===== config.mk =====
export PLATFORM = sky130hd
export DESIGN_NAME = phase_accum_detector
export DESIGN_NICKNAME = d
export VERILOG_FILES = /design/src/rtl/phase_accum_pkg.sv /design/src/rtl/ref_sampler.sv /design/src/rtl/vote_decode.sv /design/src/rtl/sat_counter.sv /design/src/rtl/phase_accum_detector.sv
export SDC_FILE = /design/constraint.sdc
export NUM_CORES = 1
export LEC_CHECK = 0
export CELL_PAD_IN_SITES_DETAIL_PLACEMENT = 1
export CELL_PAD_IN_SITES_GLOBAL_PLACEMENT = 1
export CORE_ASPECT_RATIO = 0.8
export CORE_UTILIZATION = 42
export CTS_CLUSTER_DIAMETER = 120
export CTS_CLUSTER_SIZE = 12
export DETAILED_ROUTE_END_ITERATION = 6
export DONT_BUFFER_PORTS = 1
export GPL_TIMING_DRIVEN = 0
export MAX_ROUTING_LAYER = met4
export PLACE_DENSITY = 0.79
export SLEW_MARGIN = 30
export SYNTH_ARGS = -nofsm -noshare
export SYNTH_HDL_FRONTEND = slang
export SYNTH_SLANG_ARGS = --single-unit
export TNS_END_PERCENT = 20

===== constraint.sdc =====
create_clock -name clk -period 1.7 [get_ports clk]
set_input_delay 0.17 -clock clk [delete_from_list [all_inputs] [get_ports clk]]
set_output_delay 0.17 -clock clk [all_outputs]
set_load 0.005 [all_outputs]

===== src/rtl/phase_accum_pkg.sv =====
package phase_accum_pkg;

  typedef enum logic [1:0] {
    VOTE_NONE = 2'd0,
    VOTE_UP   = 2'd1,
    VOTE_DN   = 2'd2
  } vote_e;

  // a: newest sample, t: middle, b: oldest
  function automatic vote_e classify(input logic a, input logic t, input logic b);
    if (a == b)      return VOTE_NONE;
    else if (a != t) return VOTE_UP;
    else             return VOTE_DN;
  endfunction

endpackage


===== src/rtl/ref_sampler.sv =====
module ref_sampler #(
  parameter int SYNC_STAGES = 2
) (
  input  logic clk,
  input  logic rst,
  input  logic ref_in,
  output logic samp_a,
  output logic samp_t,
  output logic samp_b
);

  localparam int WIN = 3;

  logic [SYNC_STAGES-1:0] sync_q;
  logic [WIN-1:0]         win_q;

  generate
    if (SYNC_STAGES == 1) begin : g_one
      always_ff @(posedge clk) begin
        if (rst) sync_q <= '0;
        else     sync_q <= ref_in;
      end
    end else begin : g_chain
      always_ff @(posedge clk) begin
        if (rst) sync_q <= '0;
        else     sync_q <= {sync_q[SYNC_STAGES-2:0], ref_in};
      end
    end
  endgenerate

  always_ff @(posedge clk) begin
    if (rst) win_q <= '0;
    else     win_q <= {win_q[WIN-2:0], sync_q[SYNC_STAGES-1]};
  end

  assign samp_a = win_q[0];
  assign samp_t = win_q[1];
  assign samp_b = win_q[2];

endmodule


===== src/rtl/vote_decode.sv =====
module vote_decode
  import phase_accum_pkg::*;
(
  input  logic clk,
  input  logic rst,
  input  logic samp_a,
  input  logic samp_t,
  input  logic samp_b,
  output logic up_q,
  output logic dn_q
);

  vote_e vote;

  always_comb vote = classify(samp_a, samp_t, samp_b);

  always_ff @(posedge clk) begin
    if (rst) begin
      up_q <= 1'b0;
      dn_q <= 1'b0;
    end else begin
      up_q <= (vote == VOTE_UP);
      dn_q <= (vote == VOTE_DN);
    end
  end

endmodule


===== src/rtl/sat_counter.sv =====
module sat_counter #(
  parameter int W = 8
) (
  input  logic         clk,
  input  logic         rst,
  input  logic         clr,
  input  logic         inc,
  output logic [W-1:0] cnt
);

  localparam logic [W-1:0] FULL = '1;

  always_ff @(posedge clk) begin
    if (rst)
      cnt <= '0;
    else if (clr)
      cnt <= {{(W-1){1'b0}}, inc};
    else if (inc && cnt != FULL)
      cnt <= cnt + {{(W-1){1'b0}}, 1'b1};
  end

endmodule


===== src/rtl/phase_accum_detector.sv =====
module phase_accum_detector #(
  parameter int CNT_W       = 8,
  parameter int SYNC_STAGES = 2
) (
  input  logic             clk,
  input  logic             rst,
  input  logic             ref_in,
  input  logic             win_clr,
  output logic [CNT_W:0]   phase_err
);

  localparam int ERR_W  = CNT_W + 1;
  localparam int N_DIRS = 2;

  logic             samp_a, samp_t, samp_b;
  logic             up_q, dn_q;
  logic [N_DIRS-1:0] vote_bus;
  logic [CNT_W-1:0] cnt_arr [N_DIRS];
  logic [CNT_W-1:0] up_cnt, dn_cnt;

  ref_sampler #(.SYNC_STAGES(SYNC_STAGES)) u_samp (
    .clk    (clk),
    .rst    (rst),
    .ref_in (ref_in),
    .samp_a (samp_a),
    .samp_t (samp_t),
    .samp_b (samp_b)
  );

  vote_decode u_dec (
    .clk    (clk),
    .rst    (rst),
    .samp_a (samp_a),
    .samp_t (samp_t),
    .samp_b (samp_b),
    .up_q   (up_q),
    .dn_q   (dn_q)
  );

  assign vote_bus = {dn_q, up_q};

  generate
    for (genvar d = 0; d < N_DIRS; d++) begin : g_cnt
      sat_counter #(.W(CNT_W)) u_cnt (
        .clk (clk),
        .rst (rst),
        .clr (win_clr),
        .inc (vote_bus[d]),
        .cnt (cnt_arr[d])
      );
    end
  endgenerate

  assign up_cnt = cnt_arr[0];
  assign dn_cnt = cnt_arr[1];

  always_ff @(posedge clk) begin
    if (rst)
      phase_err <= '0;
    else if (win_clr)
      phase_err <= ERR_W'({1'b0, up_cnt}) - ERR_W'({1'b0, dn_cnt});
  end

endmodule


==> results of run 1 <==
==> cell usage after synthesis (2+ instances only) <==
| cell | instances | area [sq um] |
|---|---|---|
| xnor2_1 | 4 | 35.0 |
| nand3b_1 | 2 | 15.0 |
| nand4_1 | 3 | 18.8 |
| a311oi_1 | 2 | 17.5 |
| o21a_1 | 4 | 30.0 |
| nand3_1 | 9 | 45.0 |
| o31a_1 | 2 | 17.5 |
| nor2b_1 | 9 | 56.3 |
| nand2_1 | 11 | 41.3 |
| clkbuf_1 | 2 | 7.51 |
| a41oi_1 | 2 | 17.5 |
| and4_1 | 2 | 17.5 |
| a31oi_1 | 3 | 18.8 |
| xor2_1 | 2 | 17.5 |
| a21oi_1 | 12 | 60.1 |
| o21ai_1 | 5 | 25.0 |
| dfxtp_1 | 32 | 641 |
| or4b_1 | 2 | 20.0 |
| a211oi_1 | 3 | 22.5 |
| ha_1 | 10 | 125 |
| mux2i_1 | 3 | 30.0 |
| o21ai_0 | 7 | 35.0 |
| inv_1 | 12 | 45.0 |
| buf_6 | 2 | 22.5 |
| nor2_1 | 26 | 97.6 |
==> area by class of cell <==
type / instances / area, sq um
Fill cell: 403 / 1650
Multi-Input combinational cell: 140 / 1000
Sequential cell: 32 / 653
Clock buffer: 6 / 72.6
Tap cell: 52 / 65.1
Inverter: 12 / 45.0
Buffer: 5 / 37.5
Clock inverter: 2 / 35.0
Timing Repair Buffer: 4 / 30.0
==> flip-flops by register name, summed over array words and instances (netlist names) <==
name	flops
u_samp.sync_q	2
g_cnt.u_cnt.cnt	16
u_samp.win_q	3
u_dec.up_q	1
u_dec.dn_q	1
phase_err	9
==> what timing repair did <==
action	CTS	global route
hold endpoints to repair	0	0
resized for setup	12	5
setup buffers	4	0
endpoints found under the setup margin	5	5
pin swaps	3	1
==> power breakdown <==
part           switching (mW)  leakage, nW  internal (mW)  total, mW
Combinational          0.0300        0.399         0.0202     0.0502
Clock                   0.287       0.0552          0.435      0.721
Sequential            0.00581        0.263          0.755      0.761
==> per-layer routing <==
layer	routed length, microns	share of wire (%)	global-route usage (%)	up-vias
li1	-	-	-	700
met1	1990	46	30.1	706
met2	2050	48	38.5	29
met3	173	4.0	4.87	11
met4	85	2.0	9.80	0
met5	0	0	-	-
==> metrics by stage <==
step / utilization [%] / instances / total power, mW / area [sq um]
after global placement: 48.5 / 241 / 0.827 / 1740
final: 54.0 / 253 / 1.53 / 1940
after global routing: 54.0 / 253 / 1.60 / 1940
after floorplan: - / 189 / 0.815 / 1680
after CTS: 53.4 / 253 / 1.54 / 1920
after detailed placement: 48.5 / 241 / 0.829 / 1740
==> cells by family (layout without fill, tap and decap cells) <==
kind of cell             Yosys count  in the layout  share of synthesized area, %
AO/OA/AOI/OAI                     47             47                          18.8
XOR/XNOR                           6              6                          3.19
adder cells (fa/ha/maj)           11             11                          8.81
buffers and inverters             17             29                          5.01
flip-flops                        32             32                          38.9
multiplexers                       3              3                          1.82
AND/OR/NAND/NOR                   73             73                          23.5
==> placed cells by master (no fill, tap or decap), types with 3 or more instances in the layout <==
master,netlist,layout
nor2_1,26,26
dfxtp_1,32,24
a21oi_1,12,12
nand2_1,11,11
inv_1,12,9
nand3_1,9,9
nor2b_1,9,8
o21ai_1,5,7
dfxtp_2,0,7
o21ai_0,7,5
buf_4,1,5
ha_4,0,5
clkbuf_8,0,5
xnor2_1,4,4
o21a_1,4,4
ha_1,10,4
inv_2,0,3
clkbuf_1,2,3
a31oi_1,3,3
nand4_1,3,3
a211oi_1,3,3
mux2i_1,3,3
==> final timing paths <==
check | from | end | depth (start not counted) | slack, ns
setup reg to reg | g_cnt[0].u_cnt.cnt[0]$_SDFFE_PP0P_ | phase_err[8]$_SDFFE_PP0P_ | 8 | -0.18
hold / removal | ref_in | u_samp.sync_q[0]$_SDFF_PP0_ | 1 | 0.02
setup / recovery | g_cnt[0].u_cnt.cnt[0]$_SDFFE_PP0P_ | phase_err[8]$_SDFFE_PP0P_ | 8 | -0.18
hold reg to reg | u_samp.sync_q[1]$_SDFF_PP0_ | u_samp.win_q[0]$_SDFF_PP0_ | 1 | 0.45
==> worst max-delay path, stage by stage, from the launching register on <==
cell and delay [ns]:
dfxtp_2 0.34, inv_2 0.05, ha_4 0.15, fa_2 0.37, nor2b_4 0.14, o31a_1 0.22, o31a_1 0.17, o21ai_1 0.08
a32o_1 0.23
==> flow_metrics.tcl, run 1 <==
set metrics [dict create \
    hold_buffers 0 \
    holdWs_ns 0.0195 \
    die_w_microns 72.0 \
    maxCapViolCount 0 \
    n_antenna_cell 0 \
    timing.fmax_ghz 0.532 \
    cts_tree "built" \
    num_vias 1446 \
    setup-violations-final 5 \
    gp_congestion 0.851 \
    pre_cts_slack_ns -0.237 \
    critPathKind "register to register" \
    clock_latency_ns 0.28 \
    relSlewSlack_pct 63.6 \
    antenna_left 0 \
    clockRootBuffer "clkbuf_8" \
    min_period_over_period_pct 111 \
    placement_rows 19 \
    synthCells 189 \
    cp_max_fo 3 \
    antenna_found_initial 0 \
    vdd_drop_max_uv 513 \
    worst_slew_pin_slew_ns 0.544 \
    crit_path_start_kind "register" \
    port_buffers 0 \
    cp_data_required_time_ns 1.87 \
    io-pin-count 13 \
    violations "negative setup slack" \
    slew_violations 0 \
    finalWorstPathRequiredPeriod_ns 1.88 \
    grt_overflow 0 \
    ys_seq_area_share_pct 38.9 \
    start_util_pct 45.9 \
    die_h_microns 58.0 \
    drt-total-wl_mm 4.30 \
    dieArea_sq_mm 0.00418 \
    fin_skew_ns 0.00573 \
    drc 0 \
    finalSetupTns_ns -0.495 \
    rsz0062_at_grt "true" \
    hpwl_mm 3.17 \
    final_hold_viol_count 0 \
    synthArstFlopShare_pct 0 \
    yosysWarnings 0 \
    arrival_ns 2.05 \
    core_area_sq_mm 0.00359 \
    grt_util_all_layers_pct 24.1 \
    nNetsFinal 215 \
    grt_pass1_vias 1470 \
    cts.clk_slew.worst_paths_ns 0.07 \
    grt_pass1_wl_mm 7.22 \
    cts_buffer_depth 2 \
    cts_sinks 32 \
    status "finished, violations left" \
    total_leakage_power_nw 0.717 \
    layout_setup_ws_ns -0.179 \
    grt_start_max_net_pins 11 \
    ys_ff_latch 32 \
    ys_types 43 \
    end_kind "register" \
    cellPowerDensity_mw_per_mm2 791 \
    numCtsBuffers 5 \
    drt-pass1-iter-count 4 \
    wl_per_cell_microns 17.0 \
    synth_top_flop_cell "dfxtp_1" \
    avgSynthCellArea_sq_um 8.72 \
    synth-edff-count 0 \
    layout-drive-gt1-share_pct 19.4 \
    viasPerCell 5.72 \
    hp-class "input pin to register" \
    syn_nets 204 \
    syn2layout_area_growth_pct 17.6 \
    h-tree-depth 2 \
    drt_iter0_drc 43 \
    synth_area_sq_mm 0.00165 \
]
Note: power is estimated with default switching activity, not from simulation.
==> run 2, diff against run 1 <==
- CELL_PAD_IN_SITES_DETAIL_PLACEMENT: 1 -> 0
==> run 2 against run 1 <==
Net effect: design area is 1.9% higher; die area is the same; utilization up 1.0 points; the flow still finishes with violations (negative setup slack); critical endpoint unchanged; global-route usage down 3.0 points; highest routed layer unchanged; largest cell class unchanged; clock skew is 0.00062 ns higher; largest power group unchanged; routed wire length down 12%; setup slack improved by 0.12 ns.
==> flow_metrics.tcl, run 2 (same netlist as run 1, synthesis figures left out) <==
set metrics [dict create \
    drt-pass1-iter-count 4 \
    largest_reg_flops 16 \
    r2r_slack_ns -0.06 \
    largest_registers "g_cnt.u_cnt.cnt: 16 flops, phase_err: 9 flops, u_samp.win_q: 3 flops" \
    cts_tree "built" \
    finalCoreUtilization_pct 55.0 \
    die_h_microns 58.0 \
    h-tree-depth 2 \
    cellPowerDensity_mw_per_mm2 770 \
    numCtsBuffers 5 \
    worstReg2RegEnd "phase_err[8]$_SDFFE_PP0P_" \
    holdPathStages 1 \
    min_period_over_period_pct 104 \
    layout-drive-gt1-share_pct 21.2 \
    worst_slew_pin_slew_ns 0.535 \
    die_w_microns 72.0 \
    stdcell_count 255 \
    grt_pass1_wl_mm 6.46 \
    clockRootBuffer "clkbuf_8" \
    io-pin-count 13 \
    drt-total-wl_mm 3.77 \
    hp-class "input pin to register" \
    drc 0 \
    critPathKind "register to register" \
    core_area_sq_mm 0.00359 \
    drt_iter0_drc 57 \
    final_hold_viol_count 0 \
    vdd_drop_max_uv 548 \
    wl_per_cell_microns 14.8 \
    crit_slowest_cell "dfxtp_2" \
    finalWorstPathRequiredPeriod_ns 1.76 \
    cp_max_fo 2 \
    holdWs_ns 0.0310 \
    gp_congestion 0.851 \
    n_antenna_cell 0 \
    crit_path_start_kind "register" \
    grt_overflow 0 \
    cts_buffer_depth 2 \
    timing.fmax_ghz 0.567 \
    largest-register "g_cnt.u_cnt.cnt" \
    cp_cell_sequence "inv_2, ha_4, fa_2, nor2b_1, o31a_1, o31a_1, o21ai_1, a32o_1" \
    path_common_cell "o31a_1" \
    fin_skew_ns 0.00634 \
    maxCapViolCount 0 \
    placed_area_sq_mm 0.00174 \
    r2r_start "g_cnt[0].u_cnt.cnt[0]$_SDFFE_PP0P_" \
    nNetsFinal 217 \
    relSlewSlack_pct 64.2 \
    setup-violations-final 3 \
    hpwl_mm 2.59 \
    dp.cells 241 \
    syn2layout_area_growth_pct 19.9 \
    arrival_ns 1.94 \
    clock_latency_ns 0.28 \
    most-common-layout-cells "nor2_1 (26), dfxtp_1 (23), a21oi_1 (12), nand2_1 (11)" \
    stdcell_area_sq_mm 0.00198 \
    grt_util_all_layers_pct 21.1 \
    num_vias 1408 \
    placement_rows 19 \
    grt_pass1_vias 1464 \
    dieArea_sq_mm 0.00418 \
    antenna_found_initial 0 \
    end_kind "register" \
    layout_setup_ws_ns -0.0643 \
    slew_violations 0 \
    antenna_left 0 \
    final_common_cell "nor2_1" \
    max_stage_delay_ns 0.34 \
    reg2reg_depth 8 \
    violations "negative setup slack" \
    port_buffers 0 \
    min_to "u_samp.sync_q[0]$_SDFF_PP0_" \
    holdCritStartpoint "ref_in" \
    cp_data_required_time_ns 1.87 \
    start_util_pct 45.9 \
    finalSetupTns_ns -0.116 \
    status "finished, violations left" \
    total_leakage_power_nw 0.730 \
    cts_sinks 32 \
    viasPerCell 5.52 \
    grt_start_max_net_pins 11 \
    rsz0062_at_grt "true" \
    cts.clk_slew.worst_paths_ns 0.07 \
]
run 2: how the worst max path moves through the flow:
stage	startpoint	slack, ns	cells past startpoint	endpoint
3_5_place_dp	g_cnt[1].u_cnt.cnt[3]$_SDFFE_PP0P_	-0.17	7	phase_err[7]$_SDFFE_PP0P_
4_1_cts	g_cnt[0].u_cnt.cnt[0]$_SDFFE_PP0P_	-0.04	8	phase_err[8]$_SDFFE_PP0P_
3_3_place_gp	g_cnt[1].u_cnt.cnt[3]$_SDFFE_PP0P_	-0.14	7	phase_err[7]$_SDFFE_PP0P_
2_1_floorplan	g_cnt[0].u_cnt.cnt[0]$_SDFFE_PP0P_	-0.02	8	phase_err[8]$_SDFFE_PP0P_
5_1_grt	g_cnt[0].u_cnt.cnt[0]$_SDFFE_PP0P_	-0.13	8	phase_err[8]$_SDFFE_PP0P_
6_report	g_cnt[0].u_cnt.cnt[0]$_SDFFE_PP0P_	-0.06	8	phase_err[8]$_SDFFE_PP0P_
run 2: through the flow:
step | setup WS [ns] | power (mW)
finish | -0.0643 | 1.52
global placement | -0.139 | 0.827
global route | -0.131 | 1.58
floorplan | -0.0191 | 0.815
CTS | -0.0408 | 1.54
detailed placement | -0.168 | 0.828
run 2: final cells by class:
class                           count  area (sq um)
Buffer                              5          37.5
Clock buffer                        6          72.6
Clock inverter                      2          35.0
Fill cell                         336          1610
Inverter                           12          45.0
Multi-Input combinational cell    140          1010
Sequential cell                    32           664
Tap cell                           52          65.1
Timing Repair Buffer                6          45.0
run 2: repair_timing:
action | CTS | global route
gates resized for setup | 16 | 6
buffers inserted | 6 | 0
endpoints found under the setup margin | 4 | 7
hold buffers | 0 | 0
pin swaps | 6 | 3
run 2: worst max-delay path, delay by kind of cell, from the launching register on:
kind / cells / cell delay, ns
AO/OA/AOI/OAI: 4 / 0.62
AND/OR/NAND/NOR: 1 / 0.15
adder cells (fa/ha/maj): 2 / 0.50
flip-flops: 1 / 0.34
buffers and inverters: 1 / 0.05
run 2: routing by layer:
metal	vias up	wire, microns	track usage (%)
met3	6	205	5.91
met1	670	1810	25.8
met4	0	53	9.52
met2	29	1710	32.7
li1	703	-	-
met5	-	0	-
run 2: power by group:
| group | switching (mW) | internal [mW] |
|---|---|---|
| clock network | 0.282 | 0.435 |
| registers | 0.00527 | 0.749 |
| logic | 0.0307 | 0.0205 |
| total | 0.318 | 1.20 |
==> run 3, diff against run 2 <==
- BUFFER_PORTS_ARGS: unset -> -buffer_cell sky130_fd_sc_hd__buf_2
- CORE_UTILIZATION: 42 -> 40
- DONT_BUFFER_PORTS: 1 -> unset
- PLACE_DENSITY: 0.79 -> 0.8
- SLEW_MARGIN: 30 -> 20
==> run 3 against run 2 <==
Net effect: sequential share of layout area decreased by 0.94 points; power decreased by 10%; maximum frequency increased by 0.98%; routed wire length increased by 0.95%; the run still ends with negative setup slack left; die area increased by 4.8%; critical path type unchanged; non-clock buffer count increased by 13; worst hold slack improved by 0.069 ns; clock power decreased by 23%; final cell count increased by 5.9%; highest routed layer unchanged; combinational power increased by 14%; design area increased by 2.3%; setup slack improved by 0.017 ns; critical endpoint unchanged.
==> flow_metrics.tcl, run 3 (same netlist as run 1, synthesis figures left out) <==
set metrics [dict create \
    most-common-layout-cells "nor2_1 (26), dfxtp_1 (24), buf_2 (12), a21oi_1 (11), nand2_1 (11)" \
    final_common_cell "nor2_1" \
    hold_buffers 0 \
    drt-pass1-iter-count 4 \
    fill_cells 367 \
    cp_data_required_time_ns 1.88 \
    rsz0062_at_grt "true" \
    syn2layout_area_growth_pct 22.6 \
    finalWorstPathRequiredPeriod_ns 1.75 \
    layout.area.seq_sq_um 661 \
    finalSetupTns_ns -0.106 \
    drc 0 \
    vdd_drop_max_uv 414 \
    io-pin-count 13 \
    antenna_left 0 \
    cp_cell_sequence "inv_2, ha_4, fa_2, nor2b_2, o31a_1, o31a_1, o21ai_1, a32o_1" \
    crit_path_start_kind "register" \
    placement_rows 20 \
    crit_slowest_cell "fa_2" \
    violations "negative setup slack" \
    slew_violations 0 \
    gp_congestion 0.797 \
    die_w_microns 73.8 \
    timing.fmax_ghz 0.572 \
    final_hold_viol_count 0 \
    max_stage_delay_ns 0.35 \
    total_leakage_power_nw 0.781 \
    crit_buf_inv 1 \
    grt_overflow 0 \
    die_h_microns 59.4 \
    layout_setup_ws_ns -0.0472 \
    fin_skew_ns 0.00773 \
    path_common_cell "o31a_1" \
    critPathKind "register to register" \
    critPathTopFamily "compound AO/OA/AOI/OAI gates" \
    drt_iter0_drc 78 \
    port_buffers 12 \
    min_period_over_period_pct 103 \
    num_vias 1478 \
    p_seq_share_pct 55.3 \
    cp_max_fo 2 \
    p_comb_share_pct 4.3 \
    antenna_found_initial 0 \
    grt_pass1_vias 1477 \
    start_util_pct 42.5 \
    clock_latency_ns 0.29 \
    cellPowerDensity_mw_per_mm2 676 \
    status "finished, violations left" \
    arrival_ns 1.93 \
    grt_util_all_layers_pct 20.6 \
    drt-total-wl_mm 3.81 \
    end_kind "register" \
    nNetsFinal 230 \
    setup-violations-final 3 \
    hpwl_mm 2.71 \
    internal_power_mw 1.05 \
    largest_reg_flops 16 \
    cts_tree "built" \
    swShare_pct 22.9 \
    h-tree-depth 2 \
    n_antenna_cell 0 \
    cts_buffer_depth 2 \
    numCtsBuffers 5 \
    cts.clk_slew.worst_paths_ns 0.07 \
    largest-register "g_cnt.u_cnt.cnt" \
    stdcell_count 270 \
    clkPwrFrac_pct 40.4 \
    core_area_sq_mm 0.00388 \
    wl_per_cell_microns 14.1 \
    relSlewSlack_pct 65.9 \
    hp-class "input pin to register" \
    clockRootBuffer "clkbuf_8" \
    multi_input_area_sq_mm 0.00102 \
    layout-drive-gt1-share_pct 26.5 \
    grt_pass1_wl_mm 6.52 \
    dieArea_sq_mm 0.00438 \
    largest_registers "g_cnt.u_cnt.cnt: 16 flops, phase_err: 9 flops, u_samp.win_q: 3 flops" \
    p_sw_uw 313 \
    grt_start_max_net_pins 11 \
    worst_slew_pin_slew_ns 0.509 \
    total_power_mw 1.37 \
    pre_cts_slack_ns -0.179 \
    dp.cells 256 \
    viasPerCell 5.47 \
    cts_sinks 32 \
    maxCapViolCount 0 \
]
run 3: area by class of cell:
| cell class | count | share of cell area [%] |
|---|---|---|
| Inverter | 12 | 2.35 |
| Clock inverter | 1 | 0.248 |
| Tap cell | 55 | 3.41 |
| Buffer | 5 | 1.86 |
| Multi-Input combinational cell | 140 | 50.3 |
| Sequential cell | 32 | 32.7 |
| Timing Repair Buffer | 19 | 5.57 |
| Clock buffer | 6 | 3.59 |
run 3: timing repair:
item                       in CTS  in global routing
buffers inserted                7                  0
pin swaps                       8                  4
resized for setup              18                  6
setup endpoints to repair       4                  7
run 3: routing by layer:
metal  track usage (%)  vias to the layer above  part of all wire (%)
met5                 -                        -                     0
met4              7.69                        0                   1.3
met3              5.78                        9                   3.7
met2              32.0                       30                    45
met1              25.6                      705                    50
li1                  -                      734                     -
run 3: worst paths after layout:
| check | startpoint | end | slack (ns) | cells past startpoint |
|---|---|---|---|---|
| hold reg to reg | u_samp.sync_q[0]$_SDFF_PP0_ | u_samp.sync_q[1]$_SDFF_PP0_ | 0.44 | 1 |
| setup reg to reg | g_cnt[0].u_cnt.cnt[0]$_SDFFE_PP0P_ | phase_err[8]$_SDFFE_PP0P_ | -0.05 | 8 |
| setup / recovery | g_cnt[0].u_cnt.cnt[0]$_SDFFE_PP0P_ | phase_err[8]$_SDFFE_PP0P_ | -0.05 | 8 |
| hold / removal | ref_in | u_samp.sync_q[0]$_SDFF_PP0_ | 0.1 | 2 |
run 3: power groups by stage:
stage	Combinational (mW)	Sequential (mW)	Clock (mW)
2_1_floorplan	0.0375	0.778	0
3_3_place_gp	0.0556	0.778	0
3_5_place_dp	0.0569	0.778	0
4_1_cts	0.0585	0.755	0.562
5_1_grt	0.0653	0.755	0.601
6_report	0.0583	0.755	0.552
run 3: worst register-to-register path: stages, from the launching register on:
cell and delay (ns):
dfxtp_2 0.33, inv_2 0.05, ha_4 0.15, fa_2 0.35
nor2b_2 0.14, o31a_1 0.17, o31a_1 0.16, o21ai_1 0.07
a32o_1 0.21
run 3: per-stage QoR:
stage | util [%] | instance area [sq um] | hold WS [ns]
finish | 52.1 | 2020 | 0.100
floorplan | - | 1680 | 0.298
CTS | 51.3 | 1990 | 0.100
global route | 52.1 | 2020 | 0.124
global placement | 46.5 | 1810 | 0.381
detailed placement | 46.5 | 1810 | 0.389
